`config.mk`:
```
export PLATFORM = sky130hd
export DESIGN_NAME = fold_shift_mem
export DESIGN_NICKNAME = d
export VERILOG_FILES = /design/src/rtl/fold_shift_mem.sv
export SDC_FILE = /design/constraint.sdc
export NUM_CORES = 1
export LEC_CHECK = 0
export ABC_AREA = 0
export ABC_CLOCK_PERIOD_IN_PS = 4550
export BUFFER_PORTS_ARGS = -buffer_cell sky130_fd_sc_hd__buf_4
export CAP_MARGIN = 20
export CORE_MARGIN = 4
export CORE_UTILIZATION = 67
export CTS_CLUSTER_SIZE = 20
export DETAILED_ROUTE_END_ITERATION = 8
export MAX_ROUTING_LAYER = met4
export PLACE_DENSITY = 0.85
export SLEW_MARGIN = 20
export SYNTH_ARGS = -nofsm -noshare
export SYNTH_HDL_FRONTEND = slang
export SYNTH_SLANG_ARGS = --single-unit
```
`constraint.sdc`:
```
create_clock -name clk -period 4.55 [get_ports clk]
set_input_delay 0.455 -clock clk [delete_from_list [all_inputs] [get_ports clk]]
set_output_delay 0.455 -clock clk [all_outputs]
set_load 0.01 [all_outputs]
```
`src/rtl/fold_shift_mem.sv`:
```
module fold_shift_mem #(
  parameter int DW            = 8,
  parameter int WORDS_PER_COL = 4,
  parameter int NCOL          = 4,
  localparam int DEPTH = WORDS_PER_COL * NCOL,
  localparam int AW    = $clog2(DEPTH),
  localparam int CB    = $clog2(WORDS_PER_COL),
  localparam int CLW   = AW - CB
) (
  input  logic          clk,
  input  logic          rst_n,
  input  logic          cmd_valid,
  input  logic [1:0]    cmd_op,
  input  logic [AW-1:0] addr,
  input  logic [AW-1:0] del_addr,
  input  logic [DW-1:0] wdata,
  output logic          busy,
  output logic          rd_valid,
  output logic [DW-1:0] rd_data
);
  typedef enum logic [1:0] {S_IDLE, S_DEL, S_MID, S_INS} st_t;

  st_t            st;
  logic [DW-1:0]  mem [DEPTH];
  logic [DW-1:0]  from_lo [DEPTH];
  logic [DW-1:0]  from_hi [DEPTH];
  logic [AW-1:0]  ins_q, del_q;
  logic [DW-1:0]  nw_q;
  logic           up_q;
  logic [CLW-1:0] ci_q, cd_q, gap_q;

  wire accept   = cmd_valid && (st == S_IDLE);
  wire do_rd    = accept && cmd_op == 2'd0;
  wire do_wr    = accept && (cmd_op == 2'd1 || (cmd_op == 2'd2 && addr == del_addr));
  wire do_sh    = accept && cmd_op == 2'd2 && addr != del_addr;
  wire up_in    = addr < del_addr;
  wire [CLW-1:0] ci_in  = addr[AW-1:CB];
  wire [CLW-1:0] cd_in  = del_addr[AW-1:CB];
  wire [CLW-1:0] gap_in = up_in ? cd_in - ci_in : ci_in - cd_in;

  assign busy = (st != S_IDLE);

  genvar g;
  generate
    for (g = 0; g < DEPTH; g++) begin : g_nbr
      if (g == 0) begin : g_lo0
        assign from_lo[g] = '0;
      end else begin : g_lo
        assign from_lo[g] = mem[g-1];
      end
      if (g == DEPTH-1) begin : g_hiN
        assign from_hi[g] = '0;
      end else begin : g_hi
        assign from_hi[g] = mem[g+1];
      end
    end
  endgenerate

  function automatic logic col_active(input int c);
    int ci, cd;
    ci = int'(ci_q);
    cd = int'(cd_q);
    case (st)
      S_DEL:   col_active = (c == cd);
      S_MID:   col_active = up_q ? (c > ci && c < cd) : (c < ci && c > cd);
      S_INS:   col_active = (c == ci);
      default: col_active = 1'b0;
    endcase
  endfunction

  always_ff @(posedge clk or negedge rst_n) begin
    if (!rst_n) begin
      st    <= S_IDLE;
      ins_q <= '0;
      del_q <= '0;
      nw_q  <= '0;
      up_q  <= 1'b0;
      ci_q  <= '0;
      cd_q  <= '0;
      gap_q <= '0;
    end else begin
      case (st)
        S_IDLE: if (do_sh) begin
          ins_q <= addr;
          del_q <= del_addr;
          nw_q  <= wdata;
          up_q  <= up_in;
          ci_q  <= ci_in;
          cd_q  <= cd_in;
          gap_q <= gap_in;
          st    <= (gap_in == '0) ? S_INS : S_DEL;
        end
        S_DEL:   st <= (gap_q == CLW'(1)) ? S_INS : S_MID;
        S_MID:   st <= S_INS;
        default: st <= S_IDLE;
      endcase
    end
  end

  always_ff @(posedge clk or negedge rst_n) begin
    if (!rst_n) begin
      for (int i = 0; i < DEPTH; i++) mem[i] <= '0;
    end else if (do_wr) begin
      mem[addr] <= wdata;
    end else if (busy) begin
      for (int i = 0; i < DEPTH; i++) begin
        if (col_active(i >> CB)) begin
          if (up_q && i > int'(ins_q) && i <= int'(del_q)) mem[i] <= from_lo[i];
          if (!up_q && i >= int'(del_q) && i < int'(ins_q)) mem[i] <= from_hi[i];
          if (st == S_INS && i == int'(ins_q)) mem[i] <= nw_q;
        end
      end
    end
  end

  always_ff @(posedge clk or negedge rst_n) begin
    if (!rst_n) begin
      rd_valid <= 1'b0;
      rd_data  <= '0;
    end else begin
      rd_valid <= do_rd;
      if (do_rd) rd_data <= mem[addr];
    end
  end

  logic [1:0] bcnt;
  always_ff @(posedge clk or negedge rst_n) begin
    if (!rst_n) bcnt <= '0;
    else        bcnt <= busy ? bcnt + 2'd1 : 2'd0;
  end

  p_busy_max_r7: assert property (@(posedge clk) disable iff (!rst_n)
    busy |-> bcnt < 2'd3);
  p_eq_plain_r6: assert property (@(posedge clk) disable iff (!rst_n)
    (cmd_valid && !busy && cmd_op == 2'd2 && addr == del_addr) |=> !busy);
  p_mid_after_del_r9: assert property (@(posedge clk) disable iff (!rst_n)
    (st == S_MID) |-> $past(st) == S_DEL);
  p_ins_last_r9: assert property (@(posedge clk) disable iff (!rst_n)
    (st == S_INS) |=> !busy);
  p_rd_once_r2: assert property (@(posedge clk) disable iff (!rst_n)
    rd_valid |-> $past(cmd_valid && !busy && cmd_op == 2'd0));
  p_shift_busy_r7: assert property (@(posedge clk) disable iff (!rst_n)
    (cmd_valid && !busy && cmd_op == 2'd2 && addr != del_addr) |=> busy);
endmodule

```
==> metrics.cfg <==
[setup_path]
critical_path.startpoint = st[0]
r2r_cells = 6
r2r_slack_ns = 1.13
critPathLaunchType = register
worstPathArrival_ns = 3.76
reg2reg_to = from_hi[37]
worstSetupEndpoint = from_hi[37]
crit-reg2reg-launch = st[0]
cp-end-kind = register
path_class = reg -> reg
cp.required_ns = 4.89
cp_max_fo = 18

[logic_synthesis]
yosys.area_share.simple_pct = 13.2
yosys_warnings = 0
synth_ff_type = dfrtp_1
syn_nets = 1293
syn_inst = 1261
synthArstFlopShare_pct = 100
avgSynthCellArea_um2 = 10.1
ys_seq_elements = 158
ys_types = 91
synth_top_family_by_area = compound AO/OA/AOI/OAI gates
synth_compound_gate_area_share_pct = 26.0
synth_edf_count = 0
synth-adder-area-share_pct = 1.14
synth-xor-area-share_pct = 0.0688
muxShareOfSynthArea_pct = 22.5
synth_area_um2 = 12700
synth-seq-area-share_pct = 31.0

[placement]
place_hpwl_um = 30400
gp_congestion = 1.11
placed_area_um2 = 12800
port_buffers = 30

[clock_network]
clockBufferDepth = 2
cts_made_buffers = 17
root_buffer = clkbuf_16
ctsHoldBuffers = 0
cts-resized-gates = 0
cts.sinks = 158
clkTransAtPathRegs_ns = 0.07
tritoncts = done
cts_max_level = 4
insertion_delay_ns = 0.45
postCtsSetupRepairBufs = 0

[route]
drt_wl_total_um = 45800
drt-wirelength-per-cell_um = 31.7
drc_errors = 0
firstDrtPassIters = 7
drt_iter0_markers = 1956
vias = 12100
ant_nets = 0
vias_per_cell = 8.37

[sta]
rsz0062_at_grt = false
tightest_slew_ns = 1.12
relSlewSlack_pct = 25.5
final.setup.tns_ns = 0
min_period_over_period_pct = 75.2
final.min_clock_period_ns = 3.42
hold_violations = 0
fmax_mhz = 292
setup_violations = 0
maxSlewViolCount = 0
finClkSkew_ns = 0.0114

[global_route]
grt-ovfl-total = 0
grt_use_total_pct = 43.9
antenna_found_initial = 2
grt_pass1_wl_um = 69900
grt_max_degree = 94
grt_pass1_vias = 11700

[power]
powerDensity_nw_per_um2 = 519
ir_worst_vdd_mv = 0.400
leakage_nw = 5.43

[layout]
final_common_cell = dfrtp_1
drive_gt1_share_pct = 26.6
syn_to_final_growth_pct = 4.85
nNetsFinal = 1227
final_cell_mix = dfrtp_1, mux2_2, o21ai_0
nFillCells = 1379
finalInstanceArea_um2 = 13400

[floorplanning]
die_x_um = 146
die_area_um2 = 21300
fp-row-count = 50
start_util_pct = 68.1
dieHeight_um = 146
coreArea_um2 = 18700
io-pin-count = 31

[min_path]
hold_class = in -> async

[flow_run]
maxCapViolCount = 0

[run_status]
status = finished clean

cell families (layout without fill, tap and decap cells):
logic type               Yosys count  count (layout)
buffers and inverters            159             106
multiplexers                     219             219
adder cells (fa/ha/maj)           11              11
AND/OR/NAND/NOR                  282             282
AO/OA/AOI/OAI                    431             431
flip-flops                       158             158
XOR/XNOR                           1               1
other                              0               2
layout make-up:
class / count / area (um2) / area share [%]
Inverter: 21 / 78.8 / 0.590
Antenna cell: 2 / 5.00 / 0.0375
Tap cell: 234 / 293 / 2.19
Timing Repair Buffer: 53 / 414 / 3.10
Multi-Input combinational cell: 944 / 8020 / 60.0
Sequential cell: 158 / 3950 / 29.6
Clock inverter: 15 / 166 / 1.25
Clock buffer: 17 / 425 / 3.19
stage by stage:
step / total power, mW / hold slack (ns) / setup slack (ns) / instances / utilization (%)
floorplan: 4.44 / 0.159 / 1.34 / 1261 / -
global placement: 5.19 / 0.475 / 1.33 / 1410 / 68.2
detailed placement: 5.27 / 0.498 / 1.27 / 1410 / 68.2
CTS: 6.72 / 0.134 / 1.30 / 1442 / 71.4
global route: 7.14 / 0.168 / 1.08 / 1444 / 71.4
finish: 6.92 / 0.0989 / 1.13 / 1444 / 71.4
registers in the layout, summed over array words and instances (netlist names):
signal    cells
rd_data       8
ins_q         4
up_q          1
from_hi     120
rd_valid      1
nw_q          8
del_q         4
from_lo       8
gap_q         2
st            2
Yosys cell counts (all sizes together) (29+ instances only):
cell type    n  area share [%]
a21oi       31             1.5
o21ai       98             3.9
mux4        40             7.1
mux2i       38             3.0
and3        29             1.4
dfrtp      158              31
mux2       141              12
buf         70             3.4
nor3        43             2.1
nand2       43             1.3
nand3       55             2.2
a211oi      56             3.4
o2bb2ai     55             3.8
clkbuf      68             2.0
metal layers:
metal | up-vias | track usage (%) | wire [um]
met5 | - | - | 0
met4 | 0 | 29.2 | 4350
met3 | 384 | 12.3 | 6570
met2 | 1140 | 63.7 | 19400
met1 | 5677 | 53.6 | 15500
li1 | 4879 | - | -
where the power goes:
group          switching (mW)  internal (mW)  total, mW
clock                   0.721          0.739       1.46
sequential              0.915           1.69       2.60
combinational            1.72           1.15       2.86
worst max-delay path, stage by stage (launching register included):
cell	delay, ns
dfrtp_1	0.41
ha_1	0.63
or3b_1	0.65
nor2_1	0.57
a211oi_1	0.13
a2bb2oi_2	0.51
mux2_2	0.41
how the worst min path moves through the flow:
| stage | endpoint | slack [ns] | depth (start not counted) |
|---|---|---|---|
| final | from_hi[83] | 0.1 | 1 |
| after global routing | from_hi[86] | 0.17 | 1 |
| after CTS | from_hi[86] | 0.13 | 1 |
| after detailed placement | rd_data[7] | 0.50 | 1 |
| after global placement | gap_q[1] | 0.48 | 1 |
| after floorplan | del_q[0] | 0.16 | 0 |
No activity file was read; power rests on OpenSTA's default activity.
